File: src/rtl/srst_pkg.sv
package srst_pkg;
    localparam int CMD_BITS    = 6;
    localparam int FIRE_BIT    = 0;
    localparam int ARM_BIT     = 1;
    localparam int STROBE_LSB  = 2;
    localparam int NUM_STROBES = 4;
    localparam int STAT_BUSY_BIT    = 0;
    localparam int STAT_RESTART_BIT = 1;

    typedef struct packed {
        logic [NUM_STROBES-1:0] clears;
        logic                   arm;
        logic                   fire;
    } clr_cmd_t;

    typedef enum logic {
        SEQ_IDLE  = 1'b0,
        SEQ_ARMED = 1'b1
    } arm_state_e;

    function automatic clr_cmd_t decode_clr(input logic [CMD_BITS-1:0] w);
        clr_cmd_t c;
        c.fire   = w[FIRE_BIT];
        c.arm    = w[ARM_BIT];
        c.clears = w[STROBE_LSB +: NUM_STROBES];
        return c;
    endfunction
endpackage

File: src/rtl/srst_cmd_decode.sv
module srst_cmd_decode
    import srst_pkg::*;
#(
    parameter int DATA_W   = 16,
    parameter int ADDR_W   = 2,
    parameter int CLR_ADDR = 0
) (
    input  logic              wr_en,
    input  logic [ADDR_W-1:0] addr,
    input  logic [DATA_W-1:0] wdata,
    output logic              cmd_valid,
    output clr_cmd_t          cmd
);
    logic unused_hi_bits;

    assign cmd_valid      = wr_en && (addr == ADDR_W'(CLR_ADDR));
    assign cmd            = decode_clr(wdata[CMD_BITS-1:0]);
    assign unused_hi_bits = ^wdata[DATA_W-1:CMD_BITS];
endmodule

File: src/rtl/srst_strobe_gen.sv
module srst_strobe_gen #(
    parameter int N = 4
) (
    input  logic         clk,
    input  logic         rst,
    input  logic         cmd_valid,
    input  logic [N-1:0] clears,
    output logic [N-1:0] strobes
);
    for (genvar i = 0; i < N; i++) begin : g_strobe
        always_ff @(posedge clk) begin
            if (rst) strobes[i] <= 1'b0;
            else     strobes[i] <= cmd_valid && clears[i];
        end
    end
endmodule

File: src/rtl/srst_arm_seq.sv
module srst_arm_seq
    import srst_pkg::*;
#(
    parameter int RST_CYCLES = 16
) (
    input  logic     clk,
    input  logic     rst,
    input  logic     cmd_valid,
    input  clr_cmd_t cmd,
    output logic     rst_req,
    output logic     fire_evt
);
    localparam int CNT_W = $clog2(RST_CYCLES + 1);

    arm_state_e       state_q;
    logic [CNT_W-1:0] cnt_q;

    assign fire_evt = cmd_valid && cmd.fire && (state_q == SEQ_ARMED);
    assign rst_req  = (cnt_q != '0);

    always_ff @(posedge clk) begin
        if (rst) begin
            state_q <= SEQ_IDLE;
            cnt_q   <= '0;
        end else begin
            if (cmd_valid) begin
                if (!fire_evt && cmd.arm && !cmd.fire) state_q <= SEQ_ARMED;
                else                                   state_q <= SEQ_IDLE;
            end
            if (fire_evt)          cnt_q <= CNT_W'(RST_CYCLES);
            else if (cnt_q != '0)  cnt_q <= cnt_q - CNT_W'(1);
        end
    end


    arm_reject_chk: assert property (@(posedge clk) disable iff (rst)
        (cmd_valid && cmd.arm && cmd.fire && state_q == SEQ_IDLE) |=> (state_q == SEQ_IDLE));


    fire_needs_arm_chk: assert property (@(posedge clk) disable iff (rst)
        $rose(rst_req) |-> $past(state_q == SEQ_ARMED));


    fire_disarms_chk: assert property (@(posedge clk) disable iff (rst)
        fire_evt |=> (state_q == SEQ_IDLE));
endmodule

File: src/rtl/srst_status.sv
module srst_status
    import srst_pkg::*;
#(
    parameter int DATA_W    = 16,
    parameter int ADDR_W    = 2,
    parameter int STAT_ADDR = 1
) (
    input  logic              clk,
    input  logic              rst,
    input  logic              rd_en,
    input  logic [ADDR_W-1:0] addr,
    input  logic              busy_in,
    input  logic              set_evt,
    output logic [DATA_W-1:0] rdata
);
    logic              restart_q;
    logic              rd_hit;
    logic [DATA_W-1:0] status_word;

    assign rd_hit = rd_en && (addr == ADDR_W'(STAT_ADDR));

    always_comb begin
        status_word                   = '0;
        status_word[STAT_BUSY_BIT]    = busy_in;
        status_word[STAT_RESTART_BIT] = restart_q;
    end

    always_ff @(posedge clk) begin
        if (rst) begin
            restart_q <= 1'b0;
            rdata     <= '0;
        end else begin
            if (set_evt)     restart_q <= 1'b1;
            else if (rd_hit) restart_q <= 1'b0;
            if (rd_en)       rdata <= rd_hit ? status_word : '0;
        end
    end


    restart_clr_chk: assert property (@(posedge clk) disable iff (rst)
        (rd_hit && !set_evt) |=> !restart_q);


    restart_set_chk: assert property (@(posedge clk) disable iff (rst)
        set_evt |=> restart_q);
endmodule

File: src/rtl/srst_ctrl.sv
module srst_ctrl
    import srst_pkg::*;
#(
    parameter int DATA_W     = 16,
    parameter int ADDR_W     = 2,
    parameter int CLR_ADDR   = 0,
    parameter int STAT_ADDR  = 1,
    parameter int RST_CYCLES = 16
) (
    input  logic              clk,
    input  logic              rst,
    input  logic              wr_en,
    input  logic              rd_en,
    input  logic [ADDR_W-1:0] addr,
    input  logic [DATA_W-1:0] wdata,
    input  logic              busy_in,
    input  logic              wdog_evt,
    output logic [DATA_W-1:0] rdata,
    output logic              alarm_clr,
    output logic              avg_clr,
    output logic              fifo_clr,
    output logic              dac_clr,
    output logic              rst_req
);
    logic                   cmd_valid;
    clr_cmd_t               cmd;
    logic [NUM_STROBES-1:0] strobes;
    logic                   fire_evt;

    srst_cmd_decode #(.DATA_W(DATA_W), .ADDR_W(ADDR_W), .CLR_ADDR(CLR_ADDR)) u_dec (
        .wr_en(wr_en), .addr(addr), .wdata(wdata), .cmd_valid(cmd_valid), .cmd(cmd)
    );

    srst_strobe_gen #(.N(NUM_STROBES)) u_strb (
        .clk(clk), .rst(rst), .cmd_valid(cmd_valid), .clears(cmd.clears), .strobes(strobes)
    );

    srst_arm_seq #(.RST_CYCLES(RST_CYCLES)) u_seq (
        .clk(clk), .rst(rst), .cmd_valid(cmd_valid), .cmd(cmd),
        .rst_req(rst_req), .fire_evt(fire_evt)
    );

    srst_status #(.DATA_W(DATA_W), .ADDR_W(ADDR_W), .STAT_ADDR(STAT_ADDR)) u_stat (
        .clk(clk), .rst(rst), .rd_en(rd_en), .addr(addr), .busy_in(busy_in),
        .set_evt(fire_evt || wdog_evt), .rdata(rdata)
    );

    assign alarm_clr = strobes[0];
    assign avg_clr   = strobes[1];
    assign fifo_clr  = strobes[2];
    assign dac_clr   = strobes[3];


    alarm_origin_chk: assert property (@(posedge clk) disable iff (rst)
        alarm_clr |-> $past(wr_en && addr == ADDR_W'(CLR_ADDR) && wdata[2]));


    dac_origin_chk: assert property (@(posedge clk) disable iff (rst)
        dac_clr |-> $past(wr_en && addr == ADDR_W'(CLR_ADDR) && wdata[5]));
endmodule

File: config.mk
export PLATFORM = sky130hd
export DESIGN_NAME = srst_ctrl
export DESIGN_NICKNAME = d
export VERILOG_FILES = /design/src/rtl/srst_pkg.sv /design/src/rtl/srst_cmd_decode.sv /design/src/rtl/srst_strobe_gen.sv /design/src/rtl/srst_arm_seq.sv /design/src/rtl/srst_status.sv /design/src/rtl/srst_ctrl.sv
export SDC_FILE = /design/constraint.sdc
export NUM_CORES = 1
export LEC_CHECK = 0
export ABC_AREA = 1
export BUFFER_PORTS_ARGS = -buffer_cell sky130_fd_sc_hd__clkbuf_2
export CORE_ASPECT_RATIO = 1.4
export CORE_UTILIZATION = 30
export DETAILED_ROUTE_END_ITERATION = 12
export SYNTH_ARGS = -nofsm -noshare
export SYNTH_HDL_FRONTEND = slang
export SYNTH_SLANG_ARGS = --single-unit
File: constraint.sdc
create_clock -name clk -period 1.6 [get_ports clk]
set_input_delay 0.08 -clock clk [delete_from_list [all_inputs] [get_ports clk]]
set_output_delay 0.08 -clock clk [all_outputs]
set_load 0.005 [all_outputs]
==> summary.md <==
| Metric | Value |
|---|---|
| Outcome | complete, but fails checks |
| Failing checks | negative hold slack |
| Leakage | 0.4383 nW |
| Buf/Inv on CP | 2 |
| Initial core utilization | 32.82% |
| Initial DRC count | 7 |
| DR WL/cell | 8.540 um |
| Final ANT Viol Nets | 0 |
| Worst hold slack | -4.152 ps |
| Clock tree sinks | 13 |
| Overall Power | 919.8 uW |
| Post-route setup TNS | 0 ps |
| Worst IR Drop VDD | 0.5396 mV |
| Clock Tree Buf Depth | 2 |
| Share of layout cells above drive strength 1 | 24.14% |
| RSZ-0062 raised after global routing | no |
| # diodes | 0 |
| HPWL after DPL | 940.9 um |
| Worst Path Max Fanout | 5 |
| Port Buffer Count | 20 |
| Count of final hold-check violations | 3 |
| Synthesis-to-finish area growth | 19.06% |
| Clock latency on the worst-skew pair | 280 ps |
| Overall Global Routing Usage | 11.47% |
| Resized Gates After CTS | 0 |
| Final Cell Area | 789.5 um^2 |
| First-pass iteration count of the detailed router | 4 |
| Post-Syn Instances | 90 |
| Die width | 41.74 um |
| Synth unique cells | 16 |
| Vias in the first global route | 540 |
| Pre-CTS WS | between 400 and 500 ps |
| Drt via density | ~4.2 |
| H-tree depth | 1 |
| Final setup fails | 0 |
| Total vias in the final route | 570 |
| WP data required | 1520 ps |
| DRC Markers | 0 |
| Setup Crit Path Kind | register to output pin |
| Maximum number of pins on one net before global-route repair | 8 |
| Post-synth EDFFs | 0 |
| Syn Std Cell Area | 663.1 um^2 |
| Nets@finish | 142 |
| Crit share post-route | 83.61% |
| Syn avg cell area | 7.368 um^2 |
| Clk_skew | 4.534 ps |
| Total gr overflow | 0 |
| Slowest stage delay, CP | about 320 ps |
| Setup crit end kind | output pin |
| Slowest-stage cell, CP | dfxtp_1 |
| Worst hold-check path type | primary input to register |
| Core Region | 2021 um^2 |
| Die Y | 57.63 um |
| Synth Flop Type | dfxtp_1 |
| Gpl congestion | 0.8096 |
| Worst setup SP type | register |
| Async SR Flop Fraction | 0% |
| Commonest non-fill, non-tap cell in the layout | clkbuf_2 |
| Most frequent cells in the layout | clkbuf_2, inv_1, nand2_1, conb_1, dfxtp_1 |
| Register area share after synthesis | approximately two fifths |
| Final min period | 1338 ps |
| Worst path cell trace | inv_1 -> ha_1 -> nand3_2 -> clkbuf_2 |
| Setup WS post-layout | around 260 ps |
| Die ar. | 2405 um^2 |
| Wire length of the first global-routing pass | ~2.1 mm |
| CTS tree | built |
| CTS Buf Count | 3 |
| Io pins | between 40 and 50 |
| PwrDens | around 1200 nW/um^2 |
| Initial antenna violation count | 0 |
| Max_cap viols | 0 |
| Clock Pin Slew Worst Setup and Hold Paths | about 80 ps |
| DP Area | 733.2 um^2 |
| Register bit count reported by yosys | 13 |
| Row cnt | 19 |
| Fin. max-slew vios | 0 |
| Root buf cell | clkbuf_4 |
| CP arrival | between 1000 and 1500 ps |
| CP delay by family, top | flip-flops |
| Final WL | 1.170 mm |
| Syn. warnings | 0 |
| Highest clock rate | 0.7475 GHz |
[registers in the layout, summed over array words and instances, names as in the netlist]
signal	count
u_seq.cnt_q	5
u_stat.rdata	2
u_seq.state_q	1
u_strb.strobes	4
u_stat.restart_q	1
[power breakdown]
group	leakage [nW]	internal [mW]	total (mW)	switching, mW
Clock	0.0150	0.0970	0.208	0.111
Combinational	0.317	0.133	0.313	0.180
Sequential	0.106	0.365	0.398	0.0331
Total	0.438	0.595	0.920	0.325
[layout make-up]
class | count | area (um^2)
clock buffer | 4 | 26.28
multi-input combinational | 60 | 286.5
sequential | 13 | 260.3
timing repair buffer | 23 | 130.1
tap | 21 | 26.28
fill | 219 | 1231
inverter | 16 | 60.06
[cell usage after synthesis (2+ instances only)]
cell     count  share of area (%)
a21oi_1      5                3.8
buf_4       14                 16
dfxtp_1     13                 39
inv_1       16                9.1
nand2_1     15                8.5
nand3_1      4                3.0
nand3_2      2                3.0
nand4_1      4                3.8
nor2_1      10                5.7
[worst register-to-register path: stages (launching register included)]
cell and delay, ps:
dfxtp_1 320, inv_1 90, ha_1 280, nand3_2 150, nand3_1 140, nor2_1 50
[per-layer routing]
layer,track usage [%],wire [um],vias up
li1,-,-,299
met3,1.246,53,5
met2,20.76,627,20
met4,11.06,53,0
met5,0,0,-
met1,10.94,435,246
[worst paths after layout]
kind                                startpoint  cells past startpoint  slack [ps]                end
worst min-delay path                  wdata[5]                      3          -4  u_strb.strobes[3]
worst max register to register  u_seq.cnt_q[1]                      5         480     u_seq.cnt_q[3]
worst max-delay path            u_seq.cnt_q[1]                      4         260            rst_req
worst min register to register  u_seq.cnt_q[4]                      2         460     u_seq.cnt_q[4]
[through the flow]
step                utilization [%]  cells
floorplan                         -    103
global placement              36.28    130
detailed placement            36.28    130
CTS                           39.07    137
global route                  39.07    137
finish                        39.07    137
[timing repair]
action	4_1_cts	5_1_grt
hold buffers	3	0
hold endpoints to repair	3	0
buffers inserted	0	0
[cell families (layout without fill, tap and decap cells)]
family          after synthesis  count (layout)  share of synthesized area [%]
simple gates                 38              38                          27.55
flops                        13              13                          39.25
fa+ha+maj                     1               1                          1.886
other cells                   1              14                         0.5655
compound gates                6               6                          4.527
xor+xnor                      1               1                          1.321
buf+inv                      30              43                          24.91
Power figures use the tool's default switching activity.
